### config.mk
export PLATFORM = sky130hd
export DESIGN_NAME = usb_ls_tx
export DESIGN_NICKNAME = d
export VERILOG_FILES = /design/src/rtl/usb_ls_tx_pkg.sv /design/src/rtl/usbtx_bit_timer.sv /design/src/rtl/usbtx_nrzi_stuff.sv /design/src/rtl/usb_ls_tx.sv
export SDC_FILE = /design/constraint.sdc
export NUM_CORES = 1
export LEC_CHECK = 0
export BUFFER_PORTS_ARGS = -buffer_cell sky130_fd_sc_hd__buf_2
export CAP_MARGIN = 20
export CORE_MARGIN = 2
export CORE_UTILIZATION = 45
export CTS_CLUSTER_SIZE = 25
export DETAILED_ROUTE_END_ITERATION = 8
export HOLD_SLACK_MARGIN = 0.1
export PLACE_DENSITY = 0.62
export SLEW_MARGIN = 10
export SYNTH_ARGS = -nofsm -noshare
export SYNTH_HDL_FRONTEND = slang
export SYNTH_SLANG_ARGS = --single-unit
### constraint.sdc
create_clock -name clk -period 2.7 [get_ports clk]
set_clock_uncertainty 0.1 [all_clocks]
set_input_delay 0.27 -clock clk [delete_from_list [all_inputs] [get_ports clk]]
set_output_delay 0.27 -clock clk [all_outputs]
set_load 0.05 [all_outputs]
### src/rtl/usb_ls_tx_pkg.sv
package usb_ls_tx_pkg;
  typedef enum logic [2:0] {
    ST_IDLE, ST_PREP, ST_OWN, ST_DATA, ST_SE0, ST_JEND
  } tx_state_e;
  localparam logic [7:0] SYNC_BYTE = 8'h80;
endpackage

### src/rtl/usbtx_bit_timer.sv
module usbtx_bit_timer #(
  parameter int CLKS_PER_BIT = 11
) (
  input  logic clk,
  input  logic rst_n,
  input  logic clear,
  input  logic run,
  output logic tick
);
  localparam int W = $clog2(CLKS_PER_BIT + 1);
  localparam logic [W-1:0] LAST = W'(CLKS_PER_BIT - 1);

  logic [W-1:0] cnt;

  assign tick = run && (cnt == LAST);

  always_ff @(posedge clk or negedge rst_n) begin
    if (!rst_n)            cnt <= '0;
    else if (clear || tick) cnt <= '0;
    else if (run)          cnt <= cnt + W'(1);
  end
endmodule

### src/rtl/usbtx_nrzi_stuff.sv
module usbtx_nrzi_stuff #(
  parameter int STUFF_RUN = 6
) (
  input  logic clk,
  input  logic rst_n,
  input  logic clear,
  input  logic step,
  input  logic bit_in,
  output logic stuff_due,
  output logic level_j
);
  localparam int OW = $clog2(STUFF_RUN + 1);

  logic [OW-1:0] ones;

  assign stuff_due = (ones == OW'(STUFF_RUN));

  always_ff @(posedge clk or negedge rst_n) begin
    if (!rst_n) begin
      ones    <= '0;
      level_j <= 1'b1;
    end else if (clear) begin
      ones    <= '0;
      level_j <= 1'b1;
    end else if (step) begin
      if (stuff_due || !bit_in) begin
        ones    <= '0;
        level_j <= ~level_j;
      end else begin
        ones <= ones + OW'(1);
      end
    end
  end
endmodule

### src/rtl/usb_ls_tx.sv
module usb_ls_tx
  import usb_ls_tx_pkg::*;
#(
  parameter int CLKS_PER_BIT = 11,
  parameter int MIN_BYTES    = 2,
  parameter int MAX_BYTES    = 12,
  parameter int CNT_W        = $clog2(MAX_BYTES + 1),
  parameter int ADDR_W       = 7,
  parameter int STUFF_RUN    = 6
) (
  input  logic              clk,
  input  logic              rst_n,
  input  logic              start,
  input  logic [CNT_W-1:0]  byte_cnt,
  input  logic [7:0]        byte_data,
  input  logic              byte_valid,
  output logic              byte_ready,
  input  logic              addr_we,
  input  logic [ADDR_W-1:0] addr_in,
  output logic [ADDR_W-1:0] dev_addr,
  output logic              busy,
  output logic              oe,
  output logic              dp_out,
  output logic              dm_out
);
  localparam logic [CNT_W-1:0] LO_CNT  = CNT_W'(MIN_BYTES);
  localparam logic [CNT_W-1:0] HI_CNT  = CNT_W'(MAX_BYTES);
  localparam logic [CNT_W-1:0] ONE_CNT = CNT_W'(1);

  tx_state_e         state;
  logic              oe_q;
  logic              short_pkt;
  logic [CNT_W-1:0]  fetch_left;
  logic [CNT_W-1:0]  load_left;
  logic [7:0]        shreg;
  logic [7:0]        hold;
  logic              hold_full;
  logic [2:0]        bit_idx;
  logic              all_sent;
  logic              se0_second;
  logic [ADDR_W-1:0] pend_addr;

  logic tick, stuff_due, level_j;
  logic timer_run, emit_slot, step, take_bit, accept;

  assign accept     = (state == ST_IDLE) && start &&
                      (byte_cnt >= LO_CNT) && (byte_cnt <= HI_CNT);
  assign timer_run  = (state != ST_IDLE) && (state != ST_PREP);
  assign emit_slot  = tick && ((state == ST_OWN) || (state == ST_DATA));
  assign step       = emit_slot && (stuff_due || !all_sent);
  assign take_bit   = step && !stuff_due;
  assign byte_ready = oe_q && !hold_full && (fetch_left != '0);
  assign busy       = oe_q;
  assign oe         = oe_q;

  usbtx_bit_timer #(.CLKS_PER_BIT(CLKS_PER_BIT)) u_timer (
    .clk(clk), .rst_n(rst_n), .clear(state == ST_PREP),
    .run(timer_run), .tick(tick)
  );

  usbtx_nrzi_stuff #(.STUFF_RUN(STUFF_RUN)) u_nrzi (
    .clk(clk), .rst_n(rst_n), .clear(state == ST_PREP),
    .step(step), .bit_in(shreg[0]),
    .stuff_due(stuff_due), .level_j(level_j)
  );

  // Line levels per state: J = dp 0 / dm 1, K = dp 1 / dm 0, SE0 = both 0
  always_comb begin
    dp_out = 1'b0;
    dm_out = 1'b0;
    unique case (state)
      ST_PREP, ST_JEND: dm_out = 1'b1;
      ST_OWN, ST_DATA: begin
        dp_out = ~level_j;
        dm_out = level_j;
      end
      default: ;
    endcase
  end

  always_ff @(posedge clk or negedge rst_n) begin
    if (!rst_n) pend_addr <= '0;
    else if (addr_we) pend_addr <= addr_in;
  end

  always_ff @(posedge clk or negedge rst_n) begin
    if (!rst_n) begin
      hold      <= '0;
      hold_full <= 1'b0;
    end else if (accept) begin
      hold_full <= 1'b0;
    end else if (byte_valid && byte_ready) begin
      hold      <= byte_data;
      hold_full <= 1'b1;
    end else if (take_bit && (bit_idx == 3'd7) && (load_left != '0)) begin
      hold_full <= 1'b0;
    end
  end

  always_ff @(posedge clk or negedge rst_n) begin
    if (!rst_n) begin
      state      <= ST_IDLE;
      oe_q       <= 1'b0;
      short_pkt  <= 1'b0;
      fetch_left <= '0;
      load_left  <= '0;
      shreg      <= '0;
      bit_idx    <= '0;
      all_sent   <= 1'b0;
      se0_second <= 1'b0;
      dev_addr   <= '0;
    end else begin
      if (byte_valid && byte_ready) fetch_left <= fetch_left - ONE_CNT;
      unique case (state)
        ST_IDLE: if (accept) begin
          state      <= ST_PREP;
          short_pkt  <= (byte_cnt == LO_CNT);
          fetch_left <= byte_cnt - ONE_CNT;
          load_left  <= byte_cnt - ONE_CNT;
          shreg      <= SYNC_BYTE;
          bit_idx    <= '0;
          all_sent   <= 1'b0;
        end
        ST_PREP: begin
          state <= ST_OWN;
          oe_q  <= 1'b1;
        end
        ST_OWN, ST_DATA: if (emit_slot) begin
          if (state == ST_OWN) state <= ST_DATA;
          if (take_bit) begin
            bit_idx <= bit_idx + 3'd1;
            if (bit_idx != 3'd7) begin
              shreg <= shreg >> 1;
            end else if (load_left != '0) begin
              shreg     <= hold;
              load_left <= load_left - ONE_CNT;
            end else begin
              all_sent <= 1'b1;
            end
          end else if (!step) begin
            state      <= ST_SE0;
            se0_second <= 1'b0;
          end
        end
        ST_SE0: if (tick) begin
          if (se0_second) state <= ST_JEND;
          else se0_second <= 1'b1;
        end
        ST_JEND: if (tick) begin
          state <= ST_IDLE;
          oe_q  <= 1'b0;
          if (!short_pkt) dev_addr <= pend_addr;
        end
        default: state <= ST_IDLE;
      endcase
    end
  end
endmodule

==> qor.csv, run 1 <==
stage,metric,value,unit
status,status,completed,
placed_design,post_placement_cell_area,0.00324,mm²
drt,routed_wirelength,5810,µm
placed_design,dp_hpwl,3850,µm
drt,detail_route.wl_per_cell,14.8,µm
synthesis,synth_top_cell_area_share,0.465,
placed_design,post-place-cells,359,
drt,first_pass_iters,6,
final_layout,n_fill_cell,539,
clock_tree,clock-sinks,57,
drt,vias_per_cell,5.39,
worst_setup_path,path_delay_family,buffers and inverters,
clock_tree,clock_tree_from_tritoncts,yes,
sta,fmaxAchievable,0.413,GHz
floorplanning,initial_core_util,0.470,
worst_setup_path,critical_path_class,in -> reg,
sta,layout_setup_ws,0.277,ns
worst_setup_path,cp_max_fo,11,
placed_design,dp_slack,0.416,ns
synthesis,number_of_flops_mapped_to_enable_cells_by_yosys,0,
sta,number_of_max_slew_violations_in_the_final_report,0,
sta,grt_setup_unrepaired,no,
power_and_ir_drop,leakagePower,1.64,nW
worst_setup_path,arrival,2.59,ns
synthesis,synth.yosys.warnings,0,
drt,drt_drc_violations_left,0,
synthesis,syn_area_per_cell,11.8,µm²
sta,period_utilisation_layout,0.897,
run,drv_cap,0,
global_routing,grt_overflow_total,0,
placed_design,port-buffer-count,35,
worst_setup_path,cp_cell_sequence,"dlygate4sd3_1, buf_2, or4_4, nand4_4, buf_4, nand2_1, o41ai_1, dlygate4sd3_1",
floorplanning,die_width,85.9,µm
final_layout,final_net_count,345,
floorplanning,design.die.area,0.00737,mm²
global_routing,grt_start_max_net_pins,58,
sta,worst_slew_pin_slew,0.616,ns
synthesis,synth_area,0.00302,mm²
synthesis,post_synth_top_cells,"56 x dfrtp_1, 16 x nor2_1, 15 x mux2_2, 15 x mux2_4, 13 x nand2_1",
synthesis,synth_top_flop_cell,dfrtp_1,
placed_design,gp_congestion,0.768,
global_routing,grt_pass1_wl,10200,µm
global_routing,track_usage,0.178,
final_layout,layout_cell_share_with_drive_strength_beyond_1,0.305,
floorplanning,boundaryPins,36,
drt,number_of_nets_with_antenna_violations_after_routing,0,
clock_tree,h-tree-depth,3,
floorplanning,row_count,29,
worst_setup_path,critPathRequiredTime,2.87,ns
synthesis,yosys.cell_count.top_type,dfrtp_1,
synthesis,synth.ff_latch_count,57,
worst_setup_path,cp-end-kind,flip-flop,
drt,route.vias.total,2112,
sta,setup_tns,0,ns
synthesis,async_flop_share,1.00,
worst_setup_path,crit_path_start_kind,input port,
worst_hold_path,timing.hold.worst.class,in -> reg,
clock_tree,clock_path_buffers,2,
synthesis,synth_area_leaders,"dfrtp_1 46%, mux2_4 7.5%, mux2_2 5.6%",
power_and_ir_drop,ir_worst_vdd,0.448,mV
worst_setup_path,critical_path.max_stage_delay,0.58,ns
floorplanning,floorplan.die.height,85.9,µm
clock_tree,clk_latency,0.33,ns
drt,dr.first_iter.drc_count,113,
final_layout,area_delta_synth_final,19.9,%
final_layout,num_antenna_cells,0,
floorplanning,floorplan.core_area,0.00642,mm²
sta,setup_violations,0,
worst_setup_path,cp.buffers_inverters,4,
clock_tree,clk_pin_slew_worst_paths,0.06,ns
synthesis,synthesis.instances,255,
synthesis,synth_sequential_area_ratio,0.473,
global_routing,number_of_global_route_vias_before_repair,2186,
sta,min_cycle_time_layout,2.42,ns
synthesis,synth_cell_type_count,63,
clock_tree,cts_setup_buffers,0,
clock_tree,cts-root-buf,clkbuf_8,
worst_setup_path,critical-path-top-cell-by-count,dlygate4sd3_1,
final_layout,layoutNonFillerInstCount,392,
final_layout,finalInstanceArea,0.00362,mm²
worst_setup_path,critical-path-slowest-cell,dlygate4sd3_1,
sta,timing_hold_violations_final,0,
global_routing,antenna_found_initial,0,
clock_tree,cts_buffers,9,
power_and_ir_drop,p_per_area,670,mW/mm²
sta,slew_headroom,0.586,
synthesis,synth.largest_area_cell,dfrtp_1,
synthesis,synthesis.nets,289,
## logic make-up (layout without fill, tap and decap cells)
group	Yosys count	in the layout	share of synthesized area
adder cells (fa/ha/maj)	10	10	0.0415
multiplexers	40	40	0.164
AND/OR/NAND/NOR	71	71	0.147
flip-flops	57	57	0.473
buffers and inverters	23	83	0.0427
AO/OA/AOI/OAI	48	48	0.114
XOR/XNOR	6	6	0.0174
## cells in the final DEF (no fill, tap or decap), types with 3 or more instances in the layout
cell type,count
and2_1,3
a21o_1,4
nand2_1,13
dfrtp_1,56
nor2_1,16
nor3_1,5
a21oi_1,9
buf_2,35
ha_1,10
o21ai_0,9
mux2i_1,10
buf_4,3
clkbuf_8,10
mux2_2,15
nand3_1,4
nand2b_1,3
or3_1,3
xor2_1,3
xnor2_1,3
a22o_1,3
inv_1,11
dlygate4sd3_1,18
nand4_1,3
mux2_4,15
o2bb2ai_1,3
## what timing repair did
action / 4_1_cts / 5_1_grt
gates resized for setup: 0 / 0
hold endpoints to repair: 73 / 0
hold buffers: 18 / 0
## where the power goes
part | leakage, nW | switching [mW] | internal, mW | total, mW
combinational | 0.836 | 0.272 | 0.273 | 0.545
sequential | 0.703 | 0.100 | 0.995 | 1.10
clock | 0.0981 | 0.338 | 0.444 | 0.781
## state kept, by name, indices dropped and copies added (netlist names), 4 cells and up
name,cells
u_timer.cnt,4
pend_addr,7
shreg,8
hold,8
fetch_left,4
load_left,4
dev_addr,7
## tightest hold or removal path, stage by stage
cell and delay, ns:
buf_2 0.11, nand4_4 0.14, nand2_1 0.06
## worst paths after layout
check / startpoint / depth (start not counted) / slack (ns) / end
worst max-delay path: byte_cnt[3] / 8 / 0.28 / short_pkt$_DFFE_PN0P_
worst min-delay path: start / 3 / 0.20 / state[0]$_DFFE_PN0P_
worst max register to register: state[1]$_DFFE_PN0P_ / 5 / 0.28 / short_pkt$_DFFE_PN0P_
worst min register to register: hold_full$_DFFE_PN0P_ / 1 / 0.39 / hold_full$_DFFE_PN0P_
max in group asynchronous: rst_n / 3 / 1.84 / u_nrzi.level_j$_DFFE_PN1P_
min in group asynchronous: rst_n / 3 / 0.37 / u_timer.cnt[0]$_DFFE_PN0P_
## layer usage
metal | vias up | track usage | part of all wire
met3 | 11 | 0.0472 | 0.034
met4 | 0 | 0.0823 | 0.021
met5 | - | 0 | 0
li1 | 1034 | - | -
met2 | 36 | 0.271 | 0.46
met1 | 1031 | 0.236 | 0.49
## per-stage QoR
step / power [mW] / hold slack, ns / utilization
5_1_grt: 2.57 / 0.197 / 0.563
3_5_place_dp: 1.64 / 0.196 / 0.505
4_1_cts: 2.47 / 0.184 / 0.563
6_report: 2.42 / 0.196 / 0.563
3_3_place_gp: 1.63 / 0.201 / 0.505
2_1_floorplan: 1.52 / -0.126 / -
## final cells by class
cell class / instances / area, µm² / share of cell area
Clock inverter: 5 / 56.3 / 0.0156
Multi-Input combinational cell: 175 / 1460 / 0.403
Tap cell: 77 / 96.3 / 0.0266
Clock buffer: 10 / 138 / 0.0381
Sequential cell: 57 / 1430 / 0.395
Inverter: 11 / 41.3 / 0.0114
Timing Repair Buffer: 57 / 398 / 0.110
No activity file was read; power rests on OpenSTA's default activity.
==> run 2, diff against run 1 <==
--- a/config.mk
+++ b/config.mk
@@ -13,5 +13,4 @@
 export DETAILED_ROUTE_END_ITERATION = 8
 export HOLD_SLACK_MARGIN = 0.1
-export PLACE_DENSITY = 0.62
 export SLEW_MARGIN = 10
 export SYNTH_ARGS = -nofsm -noshare
==> constraint.sdc (replaced) <==
create_clock -name clk -period 2.7 [get_ports clk]
set_clock_uncertainty 0.1 [all_clocks]
set_input_delay 0.54 -clock clk [delete_from_list [all_inputs] [get_ports clk]]
set_output_delay 0.54 -clock clk [all_outputs]
set_load 0.05 [all_outputs]
==> qor.csv, run 2 (synthesis gave the netlist of run 1 again) <==
stage,metric,value,unit
clock_tree,cts_buffers,9,
final_layout,most_frequent_cells_in_the_layout,"56 x dfrtp_1, 35 x buf_2, 16 x nor2_1",
worst_setup_path,critPathRequiredTime,2.06,ns
global_routing,grt_start_max_net_pins,58,
sta,fmaxAchievable,0.407,GHz
power_and_ir_drop,switching_power,0.702,mW
sta,min_cycle_time_layout,2.46,ns
drt,route.vias.total,2036,
worst_setup_path,arrival,1.82,ns
final_layout,layoutNonFillerInstCount,375,
drt,routed_wirelength,5640,µm
final_layout,final_common_cell,dfrtp_1,
floorplanning,initial_core_util,0.470,
drt,dr.first_iter.drc_count,135,
clock_tree,clock-sinks,57,
placed_design,port-buffer-count,35,
global_routing,grt_overflow_total,0,
power_and_ir_drop,share_seq_of_total_power,0.448,
floorplanning,row_count,29,
placed_design,post-place-cells,359,
power_and_ir_drop,ir_worst_vdd,0.347,mV
global_routing,track_usage,0.174,
sta,number_of_max_slew_violations_in_the_final_report,0,
drt,first_pass_iters,6,
sta,worst_slew_pin_slew,0.701,ns
global_routing,grt_pass1_wl,9980,µm
final_layout,num_antenna_cells,0,
clock_tree,clk_pin_slew_worst_paths,0.07,ns
global_routing,antenna_found_initial,0,
worst_setup_path,timing.rr.start,u_timer.cnt[0]$_DFFE_PN0P_,
clock_tree,cts-root-buf,clkbuf_8,
sta,period_utilisation_layout,0.910,
power_and_ir_drop,part_of_the_total_power_dissipated_in_combinational_logic,0.214,
worst_setup_path,reg2reg_depth,7,
worst_setup_path,crit_path_start_kind,flip-flop,
clock_tree,clk_latency,0.33,ns
final_layout,area_delta_synth_final,14.0,%
worst_setup_path,setup.reg_to_reg.worst_slack,0.39,ns
final_layout,final_core_utilization,0.535,
sta,timing_hold_violations_final,0,
clock_tree,cts_resizes,0,
worst_setup_path,cp_max_fo,4,
placed_design,dp_hpwl,3810,µm
floorplanning,floorplan.die.height,85.9,µm
sta,setup_tns,0,ns
placed_design,gp_congestion,0.802,
power_and_ir_drop,switching_share,0.286,
final_layout,largest_registers,"hold: 8 flops, shreg: 8 flops",
power_and_ir_drop,leakagePower,1.56,nW
drt,vias_per_cell,5.43,
run,drv_cap,0,
power_and_ir_drop,p_per_area,714,mW/mm²
worst_setup_path,critical_path_class,reg -> out,
floorplanning,boundaryPins,36,
power_and_ir_drop,finalPower,2.45,mW
drt,drt_drc_violations_left,0,
worst_setup_path,critical_path.reg2reg.endpoint,shreg[2]$_DFFE_PN0P_,
worst_setup_path,cp-end-kind,output pin,
sta,setup_violations,0,
floorplanning,design.die.area,0.00737,mm²
floorplanning,floorplan.core_area,0.00642,mm²
status,status,completed,
drt,detail_route.wl_per_cell,15.0,µm
clock_tree,clock_tree_from_tritoncts,yes,
clock_tree,holdBufCountCts,0,
final_layout,layout_cell_share_with_drive_strength_beyond_1,0.319,
clock_tree,h-tree-depth,3,
global_routing,number_of_global_route_vias_before_repair,2037,
clock_tree,clock_path_buffers,2,
power_and_ir_drop,cell_internal_pwr,1.75,mW
floorplanning,die_width,85.9,µm
worst_hold_path,timing.hold.worst.class,in -> async,
clock_tree,cts_setup_buffers,0,
sta,grt_setup_unrepaired,no,
final_layout,final_net_count,327,
drt,number_of_nets_with_antenna_violations_after_routing,0,
power_and_ir_drop,power.clock.fraction,0.339,
sta,slew_headroom,0.520,
==> run 2: changes by cell type in the layout (fill, tap and decap cells not counted), sizes merged <==
cell | previous run | this run
clkbuf | 10 | 14
clkinv | 3 | 1
clkinvlp | 1 | 0
dlygate4sd3 | 18 | 0
==> run 2: per-layer routing <==
layer  global-route usage  wire [µm]  vias to the layer above
met5                    0          0                        -
met4               0.0707         78                        0
met2                0.241       2490                       47
met1                0.254       2790                      984
met3               0.0520        275                        8
li1                     -          -                      997
==> run 2: power groups by stage <==
stage          Sequential (mW)  Combinational (mW)  Clock [mW]
2_1_floorplan             1.12               0.394           0
3_3_place_gp              1.11               0.518           0
3_5_place_dp              1.11               0.528           0
4_1_cts                   1.10               0.531       0.852
5_1_grt                   1.12               0.580       0.907
6_report                  1.10               0.524       0.831
==> run 2: worst max-delay path by stage <==
stage / end / from / depth (start not counted) / slack [ns]
after floorplan: dp_out / state[2]$_DFFE_PN0P_ / 5 / 0.42
after global placement: shreg[5]$_DFFE_PN0P_ / byte_cnt[0] / 8 / 0.33
after detailed placement: shreg[6]$_DFFE_PN0P_ / byte_cnt[0] / 8 / 0.29
after CTS: byte_ready / fetch_left[0]$_DFF_PN0_ / 5 / 0.23
after global routing: byte_ready / fetch_left[1]$_DFF_PN0_ / 5 / 0.14
final: byte_ready / fetch_left[0]$_DFF_PN0_ / 5 / 0.24
==> run 2: cell type report <==
| type | count | area (µm²) |
|---|---|---|
| well taps | 77 | 96.3 |
| multi-input cells | 175 | 1460 |
| clock buffers | 14 | 173 |
| flip-flops and latches | 57 | 1430 |
| clock inverters | 2 | 35.0 |
| repair buffers | 39 | 205 |
| inverters | 11 | 41.3 |
| fillers | 544 | 2990 |
==> run 2: stage by stage <==
| stage | setup WS [ns] | cell area, µm² | hold slack, ns |
|---|---|---|---|
| floorplan | 0.418 | 3020 | 0.144 |
| global placement | 0.327 | 3230 | 0.385 |
| detailed placement | 0.295 | 3230 | 0.391 |
| CTS | 0.228 | 3440 | 0.273 |
| global route | 0.138 | 3440 | 0.311 |
| finish | 0.243 | 3440 | 0.245 |
==> run 2: worst max-delay path: stages (launching register included) <==
cell     delay, ns
dfrtp_1       0.41
inv_1         0.07
ha_1          0.15
or3b_2        0.49
and2_1        0.17
buf_2         0.20
